[src/rtl/intx_pkg.sv]
package intx_pkg;
  localparam int unsigned INTX_LINES = 4;
  localparam int unsigned INTX_IDX_W = $clog2(INTX_LINES);
  typedef logic [INTX_IDX_W-1:0] intx_idx_t;
  typedef logic [INTX_LINES-1:0] intx_vec_t;
endpackage

[src/rtl/intx_port_tracker.sv]
module intx_port_tracker #(
  parameter int unsigned LINES = 4,
  parameter int unsigned IDX_W = 2
) (
  input  logic             clk,
  input  logic             rst,
  input  logic             ev_valid,
  input  logic             ev_assert,
  input  logic [IDX_W-1:0] ev_line,
  output logic [LINES-1:0] levels
);
  always_ff @(posedge clk) begin
    if (rst) begin
      levels <= '0;
    end else if (ev_valid) begin
      levels[ev_line] <= ev_assert;
    end
  end
endmodule

[src/rtl/intx_line_merge.sv]
module intx_line_merge #(
  parameter int unsigned PORTS = 4,
  parameter int unsigned LINES = 4
) (
  input  logic [PORTS*LINES-1:0] port_levels,
  output logic [LINES-1:0]       merged
);
  for (genvar n = 0; n < LINES; n++) begin : g_line
    always_comb begin
      merged[n] = 1'b0;
      for (int p = 0; p < PORTS; p++) begin
        merged[n] = merged[n] | port_levels[p*LINES + n];
      end
    end
  end
endmodule

[src/rtl/intx_msg_issuer.sv]
module intx_msg_issuer #(
  parameter int unsigned LINES = 4,
  parameter int unsigned IDX_W = 2
) (
  input  logic             clk,
  input  logic             rst,
  input  logic [LINES-1:0] merged,
  output logic             msg_valid,
  input  logic             msg_ready,
  output logic             msg_is_assert,
  output logic [IDX_W-1:0] msg_line
);
  // told: level last loaded into the output register, per line
  logic [LINES-1:0] told;
  logic [LINES-1:0] pend;
  logic [IDX_W-1:0] pick;
  logic             found;
  logic             load;

  assign pend = merged ^ told;

  // lowest pending line wins
  always_comb begin
    pick  = '0;
    found = 1'b0;
    for (int i = LINES - 1; i >= 0; i--) begin
      if (pend[i]) begin
        pick  = IDX_W'(i);
        found = 1'b1;
      end
    end
  end

  assign load = found && (!msg_valid || msg_ready);

  always_ff @(posedge clk) begin
    if (rst) begin
      told          <= '0;
      msg_valid     <= 1'b0;
      msg_is_assert <= 1'b0;
      msg_line      <= '0;
    end else if (load) begin
      msg_valid     <= 1'b1;
      msg_line      <= pick;
      msg_is_assert <= merged[pick];
      told[pick]    <= merged[pick];
    end else if (msg_ready) begin
      msg_valid     <= 1'b0;
    end
  end
endmodule

[src/rtl/intx_agg.sv]
module intx_agg
  import intx_pkg::*;
#(
  parameter int unsigned NUM_PORTS = 4
) (
  input  logic                             clk,
  input  logic                             rst,
  input  logic [NUM_PORTS-1:0]             evt_valid,
  input  logic [NUM_PORTS-1:0]             evt_assert,
  input  logic [NUM_PORTS*INTX_IDX_W-1:0]  evt_line,
  output logic [NUM_PORTS*INTX_LINES-1:0]  port_levels,
  output logic [INTX_LINES-1:0]            agg_levels,
  output logic                             msg_valid,
  input  logic                             msg_ready,
  output logic                             msg_is_assert,
  output logic [INTX_IDX_W-1:0]            msg_line
);
  for (genvar p = 0; p < NUM_PORTS; p++) begin : g_port
    intx_port_tracker #(.LINES(INTX_LINES), .IDX_W(INTX_IDX_W)) u_trk (
      .clk       (clk),
      .rst       (rst),
      .ev_valid  (evt_valid[p]),
      .ev_assert (evt_assert[p]),
      .ev_line   (evt_line[p*INTX_IDX_W +: INTX_IDX_W]),
      .levels    (port_levels[p*INTX_LINES +: INTX_LINES])
    );
  end

  intx_line_merge #(.PORTS(NUM_PORTS), .LINES(INTX_LINES)) u_merge (
    .port_levels (port_levels),
    .merged      (agg_levels)
  );

  intx_msg_issuer #(.LINES(INTX_LINES), .IDX_W(INTX_IDX_W)) u_issue (
    .clk           (clk),
    .rst           (rst),
    .merged        (agg_levels),
    .msg_valid     (msg_valid),
    .msg_ready     (msg_ready),
    .msg_is_assert (msg_is_assert),
    .msg_line      (msg_line)
  );
endmodule

[config.mk]
export PLATFORM = sky130hd
export DESIGN_NAME = intx_agg
export DESIGN_NICKNAME = d
export VERILOG_FILES = /design/src/rtl/intx_pkg.sv /design/src/rtl/intx_port_tracker.sv /design/src/rtl/intx_line_merge.sv /design/src/rtl/intx_msg_issuer.sv /design/src/rtl/intx_agg.sv
export SDC_FILE = /design/constraint.sdc
export NUM_CORES = 1
export LEC_CHECK = 0
export BUFFER_PORTS_ARGS = -buffer_cell sky130_fd_sc_hd__buf_2
export CORE_UTILIZATION = 55
export CTS_BUF_LIST = sky130_fd_sc_hd__clkbuf_2 sky130_fd_sc_hd__clkbuf_4 sky130_fd_sc_hd__clkbuf_8
export CTS_CLUSTER_DIAMETER = 30
export DETAILED_ROUTE_END_ITERATION = 7
export GPL_ROUTABILITY_DRIVEN = 0
export PLACE_DENSITY_LB_ADDON = 0.05
export REMOVE_ABC_BUFFERS = 1
export SYNTH_ARGS = -nofsm -noshare
export SYNTH_HDL_FRONTEND = slang
export SYNTH_SLANG_ARGS = --single-unit
[constraint.sdc]
create_clock -name clk -period 2.32 [get_ports clk]
set_input_delay 0.116 -clock clk [delete_from_list [all_inputs] [get_ports clk]]
set_output_delay 0.116 -clock clk [all_outputs]
set_load 0.02 [all_outputs]
## After elaboration in Yosys (flattened, before gate mapping)

Index checks and enable logic that the tools add are counted.

| word-level totals | value |
|---|---|
| flip-flop bits (word level) | 24 |
| bits of input ports | 19 |
| output and inout bits | 24 |
| logic and storage cells | 67 |

| cells by class | value |
|---|---|
| $lt $le $gt $ge | 10 |
| multiplexer cells | 27 |
| bitwise logic cells | 13 |
| reduce and logical (&&, ||, !) cells | 9 |

Operators by type and width:

| operator | number |
|---|---|
| $bwmux 4 | 5 |
| $lt 2x3->1 const B | 5 |
| $mux 1 | 12 |
| $or 1x1->1 | 12 |
| $demux 1 s2 | 5 |
| $ge 2x1->1 const B | 5 |
| $mux 2 | 4 |
| $logic_and 1x1->1 | 6 |
| $xor 4x4->4 | 1 |
| $bmux 1 s2 | 1 |
| $reduce_bool 2->1 | 1 |
| $logic_not 1->1 | 1 |
| $logic_or 1x1->1 | 1 |

## Depth between registers and ports, before layout

Gate-level depths: netlist of run 1.

| depth | value |
|---|---|
| depth after elaboration | 13 |
| mapped depth | 5 |
| mapped depth without buffers | 5 |

## By module

Synthesis of run 1 repeated with hierarchy kept, for this count alone.

| unflattened totals | value |
|---|---|
| cells, all modules | 130 |
| area total of the unflattened synthesis | 1267.5 sq um |

By module, submodules not included:

| module | instances | cells each | area each (sq um) | seq. area each (sq um) |
|---|---|---|---|---|
| intx_port_tracker | 4 | 17 | 183.9 | 80.1 |
| intx_msg_issuer | 1 | 58 | 501.7 | 160.2 |
| intx_line_merge | 1 | 4 | 30.0 | 0.0 |

## Worst setup path after synthesis of run 1

OpenSTA, ideal clock, no wires.

| timing path | value |
|---|---|
| path kind | register to register |
| start | register g_port[1].u_trk.levels[2] |
| end | register u_issue.msg_is_assert |
| library setup time | 0.120 ns |
| data arrival time | 1.577 ns |
| data required time | 2.200 ns |
| slack | 0.624 ns |
| stages on the path, launching flop included | 6 |
| path buffers | 0 |
| period minus slack after synthesis | 1.696 ns |
| cells stage by stage | dfxtp_1 nor4_4 xnor2_1 or2_0 o21ai_1 o31a_1 |

| between the ends | value |
|---|---|
| cells in the longest elaborated chain, start to end | 9 |
| elaborated cells between the ends (all ways) | 13 |
| those cells by class | 8 x mux; 4 x bitwise; 1 x reduce/logical |

RTL lines:

| element | RTL line | text |
|---|---|---|
| start, declared | intx_port_tracker.sv:10 | `output logic [LINES-1:0] levels` |
| start signal, assigned by index | intx_port_tracker.sv:16 | `levels[ev_line] <= ev_assert;` |
| $or 1x1->1 * (3 in series) | intx_line_merge.sv:12 | `merged[n] = merged[n] \| port_levels[p*LINES + n];` |
| $xor 4x4->4 | intx_msg_issuer.sv:20 | `assign pend = merged ^ told;` |
| $mux 2 (3 in series) | intx_msg_issuer.sv:27 | `if (pend[i]) begin` |
| $bmux 1 s2 | intx_msg_issuer.sv:45 | `msg_is_assert <= merged[pick];` |
| $mux 1 (not written as such) | intx_msg_issuer.sv:45 |  |
| end signal, assigned | intx_msg_issuer.sv:45 |  |
| end, declared | intx_msg_issuer.sv:10 | `output logic msg_is_assert,` |

Every way passes the cells marked *; elsewhere a longest branch is shown, timed or not. The select of a mux whose other input is x is not followed.
A chain may end at the register's enable or synchronous reset.

## Worst setup path in the final report of run 1

| timing path | value |
|---|---|
| start | register g_port[1].u_trk.levels[3] |
| end | register u_issue.msg_is_assert |

| between the ends | value |
|---|---|
| cells in the longest elaborated chain, start to end | 10 |
| elaborated cells between the ends (all ways) | 15 |
| those cells by class | 10 x mux; 4 x bitwise; 1 x reduce/logical |

RTL lines:

| element | RTL line |
|---|---|
| $or 1x1->1 * (3 in series) | intx_line_merge.sv:12 |
| $xor 4x4->4 | intx_msg_issuer.sv:20 |
| $mux 2 (4 in series) | intx_msg_issuer.sv:27 |
| $bmux 1 s2 | intx_msg_issuer.sv:45 |
| $mux 1 (not written as such) | intx_msg_issuer.sv:45 |

Marks and branches as above.

==> impl_summary.md, run 1 <==
Status
The flow ran to the end, and the final reports show no timing, DRC or antenna violations.

Floorplan
The die covers 0.00241 mm^2. The total area inside the core boundary comes to 0.00202 mm^2. The initial core utilization is 0.602. The number of I/O pins is 43. The overall die height is 49.0 um. After floorplanning, the core was divided into 16 placement rows. The die is 49.0 um wide.

Global route
For this run the aggregate overflow at the end of global routing stands at 0. The number of global-route vias before repair is 987. The initial antenna violation count is 0. The global-route total usage across every layer is 0.255. The maximum number of pins on one net before global-route repair is 25.

The first global-routing pass estimated 4690 um of wire.

Drt
For this run, the detailed router's first-pass iteration total came to 4. The detail-routed net length per standard cell is 13.8 um. The via density per instance is 5.47. After detailed routing, the total wire length is 2800 um. Once detail routing completed, the nets flagged for antenna violations numbered 0. The routed layout has 1110 vias.

In the routed design, unresolved DRC markers number 0. The violation count after the first detailed-routing iteration is 17.

Layout
The number of diodes added for antenna fixing is 0. The area growth from synthesis to layout is 23.7%. The share of final-layout standard cells stronger than drive strength 1 is 0.318.

The final design area excluding fillers is 0.00151 mm^2. For this run, the post-layout net count is 196. Summing all flip-flop and latch instances after layout gives 480 um^2. The area taken by multi-input logic gates is 711 um^2. The filler cell count in the final layout is 158.

Critical path
STA classifies the critical path endpoint as a flip-flop. The startpoint-to-endpoint class of the critical path is reg -> reg. The count of cells along the worst register-to-register path is 5.

The element type at the critical path start is a flip-flop. The critical-path maximum fanout is 5. Data on the critical path is required at its endpoint by 2550 ps. At the worst endpoint, the arrival time is 2090 ps.

Clock tree
The root cell of the clock tree is clkbuf_4. Post-CTS repair changed the size of 0 cells. The total CTS buffers is 3. The hold buffer count at cts is 0. In this run the deepest clock path goes through 2 buffers. Clock-pin slew was measured on the worst setup and hold paths at 150 ps. TritonCTS built the clock tree. The source-to-sink clock delay at the later pin of the worst-skew pair is 320 ps. After clock tree synthesis, the setup repair step added 0 buffers. The number of H-tree levels is 1. The clock drives 24 sinks.

STA
For the pin with the worst max-slew slack, the measured transition is 545 ps. The clock arrives with 12.7 ps of skew. The final worst slack is 463 ps. The count of final setup violators is 0.

The ratio of final minimum period to clock period is 0.801. In this run the tightest slew margin relative to its limit is 0.634. Derived from the worst setup path, the maximum achievable clock frequency is 538 MHz. The final count of pins violating max slew was 0. The final sum of negative setup slack is 0 ps.

The number of failing hold endpoints at the final stage was 0. Setup repair after global routing left no endpoint under its margin. The clock period could shrink to 1860 ps.

Worst hold path
The class of the worst hold path is in -> reg. The depth of the worst hold-timing path is 3.

Synth
The synthesized netlist contains 31 unique library cells. The mean instance size in the synthesized netlist is 9.22 um^2. The simple logic cell fraction of the synthesized area is 0.307.

The compound-gate portion of the synthesized area came to 0.104. By area, the combinational part of the netlist is dominated by simple AND/OR/NAND/NOR gates. The number of flops mapped to enable cells by yosys is 0.

For this run, the register share of the synthesized area comes to 0.395. The flop and latch count out of synthesis is 24. Synthesis produced 132 cells. Measured against the total synthesized area, the mux share comes to 0.132.

The parity-gate share of the synthesized area counting xor and xnor cells is 0.0411. The fraction of registers with async set/reset is 0. The area share of fa/ha/maj cells after synthesis is 0. The total number of yosys warnings is 0.

For this run, the leading register cell type out of synthesis is dfxtp_1. After synthesis the cells add up to 0.00122 mm^2.

Pwr
The peak supply drop is 0.630 mV. Summed over all cells, the static leakage comes to 0.735 nW. The power density normalized to cell area is 813 mW/mm^2.

Run
Max-cap violations in this run came to 0.

Placement
The post-placement cell area is 0.00145 mm^2. OpenSTA, run right after detailed placement, puts the worst setup slack at 560 ps. Once detailed placement completed, the half-perimeter wirelength came to 2140 um. The count of buffers added on input and output ports is 42.
## report_power, final
| part | switching, mW | leakage [nW] | internal [mW] |
|---|---|---|---|
| combinational | 0.238 | 0.511 | 0.172 |
| clock | 0.133 | 0.0279 | 0.175 |
| sequential | 0.0487 | 0.196 | 0.459 |
## sequential cells by signal (all words and copies together), names as in the netlist
| name | flops |
|---|---|
| g_port.u_trk.levels | 16 |
| u_issue.told | 4 |
| u_issue.msg_line | 2 |
| u_issue.msg_is_assert | 1 |
| u_issue.msg_valid | 1 |
## per-layer routing
metal,part of all wire,GRT usage,up-vias
met4,0,0.0882,0
met3,0.051,0.0280,0
met1,0.47,0.348,510
met5,0,0,-
li1,-,-,553
met2,0.48,0.419,47
## synthesized netlist by cell type, types with 2 or more instances
library cell	n	area (um^2)
a211oi_1	4	30.0
a21oi_1	4	20.0
clkbuf_1	2	7.51
dfxtp_1	24	480
inv_1	5	18.8
mux2i_1	16	160
nand2_1	7	26.3
nand3_1	4	20.0
nand3b_1	4	30.0
nor2_1	31	116
nor3_1	2	10.0
nor3b_1	4	30.0
nor4_4	4	85.1
o21a_1	2	15.0
xnor2_1	2	17.5
xnor2_2	2	32.5
## layout make-up
| cell class | count | area share |
|---|---|---|
| tap | 27 | 0.0224 |
| multi-input combinational | 101 | 0.472 |
| sequential | 24 | 0.319 |
| clock buffer | 3 | 0.0150 |
| timing repair buffer | 42 | 0.140 |
| inverter | 5 | 0.0125 |
| clock inverter | 1 | 0.0199 |
## per-stage QoR
stage	util	hold slack, ps	power (mW)	instances
floorplan	-	185	0.802	130
global placement	0.719	395	0.905	199
detailed placement	0.719	407	0.919	199
CTS	0.745	68.2	1.22	203
global route	0.745	85.7	1.29	203
finish	0.745	67.0	1.23	203
## placed cells by master, fill, tap and decap left out, types with 2 or more instances in the layout
| master | netlist | final |
|---|---|---|
| a211oi_1 | 4 | 4 |
| a21oi_1 | 4 | 4 |
| buf_2 | 0 | 42 |
| clkbuf_4 | 0 | 3 |
| dfxtp_1 | 24 | 24 |
| inv_1 | 5 | 5 |
| mux2i_1 | 16 | 16 |
| nand2_1 | 7 | 7 |
| nand3_1 | 4 | 4 |
| nand3b_1 | 4 | 4 |
| nor2_1 | 31 | 31 |
| nor3_1 | 2 | 2 |
| nor3b_1 | 4 | 4 |
| nor4_4 | 4 | 4 |
| o21a_1 | 2 | 2 |
| xnor2_1 | 2 | 2 |
| xnor2_2 | 2 | 2 |
## worst max-delay path, stage by stage, from the launching register on
cell,delay [ps]
dfxtp_1,380
nor4_2,550
xnor2_1,280
or2_0,200
o21ai_1,90
o31a_1,280
## path summary, 6_finish.rpt
kind / to / from / slack, ps
hold reg to reg: u_issue.msg_line[0]$_SDFFE_PP0P_ / u_issue.msg_line[0]$_SDFFE_PP0P_ / 510
hold / removal: g_port[1].u_trk.levels[1]$_SDFFE_PP0P_ / evt_assert[1] / 70
setup reg to reg: u_issue.msg_is_assert$_SDFFE_PP0P_ / g_port[1].u_trk.levels[3]$_SDFFE_PP0P_ / 460
setup / recovery: u_issue.msg_is_assert$_SDFFE_PP0P_ / g_port[1].u_trk.levels[3]$_SDFFE_PP0P_ / 460
## cell families (layout without fill, tap and decap cells)
logic type             count (synthesis)  count (layout)
AO/OA/AOI/OAI                         18              18
XOR/XNOR                               4               4
flip-flops                            24              24
multiplexers                          16              16
AND/OR/NAND/NOR                       63              63
buffers and inverters                  7              51
Note: power is estimated with default switching activity, not from simulation.
==> inputs of run 2 (changes only) <==
--- a/config.mk
+++ b/config.mk
@@ -5,8 +5,9 @@
 export SDC_FILE = /design/constraint.sdc
 export NUM_CORES = 1
 export LEC_CHECK = 0
+export ABC_AREA = 1
 export BUFFER_PORTS_ARGS = -buffer_cell sky130_fd_sc_hd__buf_2
-export CORE_UTILIZATION = 55
+export CORE_UTILIZATION = 48
 export CTS_BUF_LIST = sky130_fd_sc_hd__clkbuf_2 sky130_fd_sc_hd__clkbuf_4 sky130_fd_sc_hd__clkbuf_8
 export CTS_CLUSTER_DIAMETER = 30
 export DETAILED_ROUTE_END_ITERATION = 7
==> constraint.sdc (replaced) <==
create_clock -name clk -period 1.6 [get_ports clk]
set_input_delay 0.08 -clock clk [delete_from_list [all_inputs] [get_ports clk]]
set_output_delay 0.08 -clock clk [all_outputs]
set_load 0.02 [all_outputs]
==> run 2 against run 1 <==
Net effect: die area rose by 31%; final area rose by 16%; non-clock buffer count rose by 4; sequential share of layout area fell by 4.1 points; first-iteration DRC count rose to 3.1 times the previous value.
==> impl_summary.md, run 2 <==
STA
The fmax was 660 MHz (+23%). The worst-case headroom to the max-slew limit is 0.809 (+0.175). The final count of pins violating max slew is 0 (unchanged).

The final sum of negative setup slack came to 0 ps (unchanged). The clock skew after layout is 7.95 ps (-4.71 ps). The minimum clock period was 1510 ps (-343 ps). The measured slew at the worst slew-check pin is 284 ps (-260 ps). The count of final setup violators was 0 (unchanged). The ratio of final minimum period to clock period is 0.947 (+0.146).

The number of failing hold endpoints at the final stage is 0 (unchanged). The final hold slack is 47.7 ps (-19.4 ps).

Synth
The mean instance size in the synthesized netlist is 7.34 um^2 (-20%). The dominant cell by count in the synthesized netlist is inv_1. The post-synthesis instance total was 192 (+45%).

The total number of yosys warnings was 0 (unchanged). The number of library cell types mapped by synthesis came to 20 (-35%). The number of flops mapped to enable cells by yosys is 0 (unchanged).

By count the netlist is led by 31 x inv_1, 24 x dfxtp_1, 20 x nand2_1. The dominant synthesized flop cell is dfxtp_1. The combined area of all synthesized cells was 0.00141 mm^2 (+16%). The flop and latch count out of synthesis is 24 (unchanged).

The biggest area contributor in the post-synthesis netlist is dfxtp_1. The portion of the post-synthesis area used by sequential elements came to 0.341 (-0.0536). The fraction of registers with async set/reset is 0 (unchanged). The area share of the leading cell type in the synthesized netlist was 0.341 (-0.0536).

Yosys attributes the largest share of cell area to dfxtp_1 34%, inv_1 8.3%, nand3_1 6.4%, nand2_4 6.4%, a31oi_1 5.3%.

Critical path
The count of cells along the worst register-to-register path came to 11 (+6). The endpoint identified for the worst register-to-register timing path is u_issue.told[2]$_SDFFE_PP0P_. The most critical setup path has its startpoint at g_port[0].u_trk.levels[0]$_SDFFE_PP0P_. The startpoint-to-endpoint class of the critical path is reg -> reg.

The element type at the critical path start is a flip-flop. The worst setup path is captured at a flip-flop. The critical-path maximum fanout is 4 (-1). The endpoint required time on the critical path came to 1870 ps (-680 ps). The launching point of the worst reg2reg path is g_port[0].u_trk.levels[0]$_SDFFE_PP0P_. The register-to-register setup slack is 90 ps (-380 ps).

The endpoint arrival time on the critical path is 1780 ps (-310 ps).

Global route
The global-route total usage across every layer is 0.217 (-0.0380). The initial antenna violation count is 0 (unchanged). The wire length of the first global-routing pass was 5400 um (+15%). The maximum number of pins on one net before global-route repair is 14 (-44%). The total overflow reported by the global router is 0 (unchanged).

The number of global-route vias before repair is 1293 (+31%).

Layout
The filler-free cell count of the finished design came to 271 (+33%). The register name with the most flops is g_port.u_trk.levels. The flip-flop count of the largest register after layout came to 16 (unchanged). The area growth from synthesis to layout is 24.2%. The library cell used most frequently in the layout, excluding fill and tap cells, is buf_2. The number of diodes added for antenna fixing is 0 (unchanged).

The total number of nets in the final design is 260 (+33%). The filler cell count in the final layout is 263 (+66%). The largest registers in the layout are g_port.u_trk.levels x16, u_issue.told x4, u_issue.msg_line x2.

The top cell types in the final layout, fill and taps aside, are 42 x buf_2, 31 x inv_1, 21 x dfxtp_1. The share of final-layout standard cells stronger than drive strength 1 was 0.396 (+0.0777).

Drt
The number of vias in the routed layout is 1422 (+28%). The via density per instance is 5.25 (-4.0%). The wire length after detailed routing came to 3240 um (+16%). The number of antenna-violating nets in the routed design is 0 (unchanged). The DRC violation count after routing is 0 (unchanged). The number of optimization iterations in the first detailed-route pass is 4 (unchanged).

The detail-routed net length per standard cell was 12.0 um (-13%). The violation count after the first detailed-routing iteration is 53 (+36).

Floorplan
The initial core utilization is 0.511 (-0.0912). The area of the core is 0.00276 mm^2 (+36%). The row count is 19 (+3). The die footprint came to 0.00316 mm^2 (+31%). The overall die height is 56.2 um (+15%). The number of I/O pins is 43 (unchanged).

The die width is 56.2 um (+15%).

Pwr
The peak supply drop came to 1.11 mV (+77%). The power share of the clock group was 0.150 (-0.101). The switching power is 0.947 mW (+130%).

The share of power burned in combinational logic is 0.500 (+0.166). The share of total power consumed by net switching was 0.437 (+0.0944). The sequential share of power came to 0.350 (-0.065). The post-layout total power was 2.17 mW (+77%). The power density normalized to cell area is 1240 mW/mm^2 (+52%). The leakage power summed over all cells came to 0.862 nW (+17%). The cell internal power dissipation is 1.22 mW (+51%).

Placement
The detailed placer's ending HPWL is 2570 um (+20%). The number of buffers added on ports is 42 (unchanged). The number of instances in the placed design came to 265 (+33%).

Run
The number of max-cap violations came to 0 (unchanged).

Clock tree
The clock edge transition at the registers on the reported setup and hold paths is 140 ps (about the same). CTS placed an instance of clkbuf_4 at the clock tree root. The number of clock sinks is 24 (unchanged). The clock tree from TritonCTS is done.

The hold buffer count at cts is 0 (unchanged). The source-to-sink clock delay at the later pin of the worst-skew pair was 320 ps (about the same). The maximum number of buffers from clock root to sink came to 2 (unchanged). The number of H-tree levels came to 1 (unchanged). The total CTS buffers is 3 (unchanged).

Worst hold path
The class of the worst hold path is in -> reg. The destination of the worst hold path is u_issue.msg_line[1]$_SDFFE_PP0P_. The worst min-delay path startpoint is rst. The depth of the worst hold-timing path is 2 (-1).

Status
The flow ran to the end, and the final reports show no timing, DRC or antenna violations.
## run 2: layout make-up
cell class	instances	area (um^2)	area share
timing repair buffer	46	240	0.137
sequential	24	487	0.278
multi-input combinational	134	828	0.473
clock buffer	4	36.3	0.0207
tap	31	38.8	0.0222
inverter	32	120	0.0686
## run 2: repair_timing
item	CTS	global route
gates resized for setup	0	12
buffers inserted	0	2
endpoints found under the setup margin	0	4
## run 2: logic make-up after synthesis
logic type	Yosys count	synth area share
buffers and inverters	34	0.0932
and+or+nand+nor	109	0.461
DFF	24	0.341
AOI/OAI and AO/OA	25	0.105
## run 2: power by group through the flow
stage	Sequential, mW	Clock (mW)	Combinational, mW
after detailed placement	0.768	0	1.02
after global placement	0.766	0	1.01
final	0.758	0.324	1.08
after floorplan	0.823	0	0.736
after CTS	0.755	0.335	1.03
after global routing	0.772	0.360	1.20
## run 2: worst max path at each step
stage | endpoint | slack [ps] | cells past startpoint
final | u_issue.told[2]$_SDFFE_PP0P_ | 90 | 11
after detailed placement | u_issue.told[3]$_SDFFE_PP0P_ | 100 | 10
after floorplan | u_issue.told[1]$_SDFFE_PP0P_ | 20 | 11
after global routing | u_issue.msg_is_assert$_SDFFE_PP0P_ | -30 | 12
after global placement | u_issue.msg_is_assert$_SDFFE_PP0P_ | 100 | 12
after CTS | u_issue.told[3]$_SDFFE_PP0P_ | 80 | 10
## run 2: critical path, stage by stage (launching register included)
cell and delay [ps]:
dfxtp_4 380, nor2_4 180, nand3_4 100, nand2_4 120, nand2_4 60, nor2_4 150
nand2_2 110, nor2_2 110, nor2_1 50, nor2_1 80, nand2_1 60, inv_1 50
## run 2: metal layers
metal	up-vias	global-route usage	wire length [um]
met1	644	0.268	1440
met5	-	0	0
met2	35	0.379	1630
met3	2	0.0535	150
li1	741	-	-
met4	0	0.0523	23
## run 2: stage by stage
step	area, um^2	utilization	setup WS [ps]
detailed placement	1660	0.603	98.0
global route	1750	0.635	-26.8
global placement	1660	0.603	104
CTS	1700	0.616	82.9
floorplan	1400	-	17.3
finish	1750	0.635	85.4
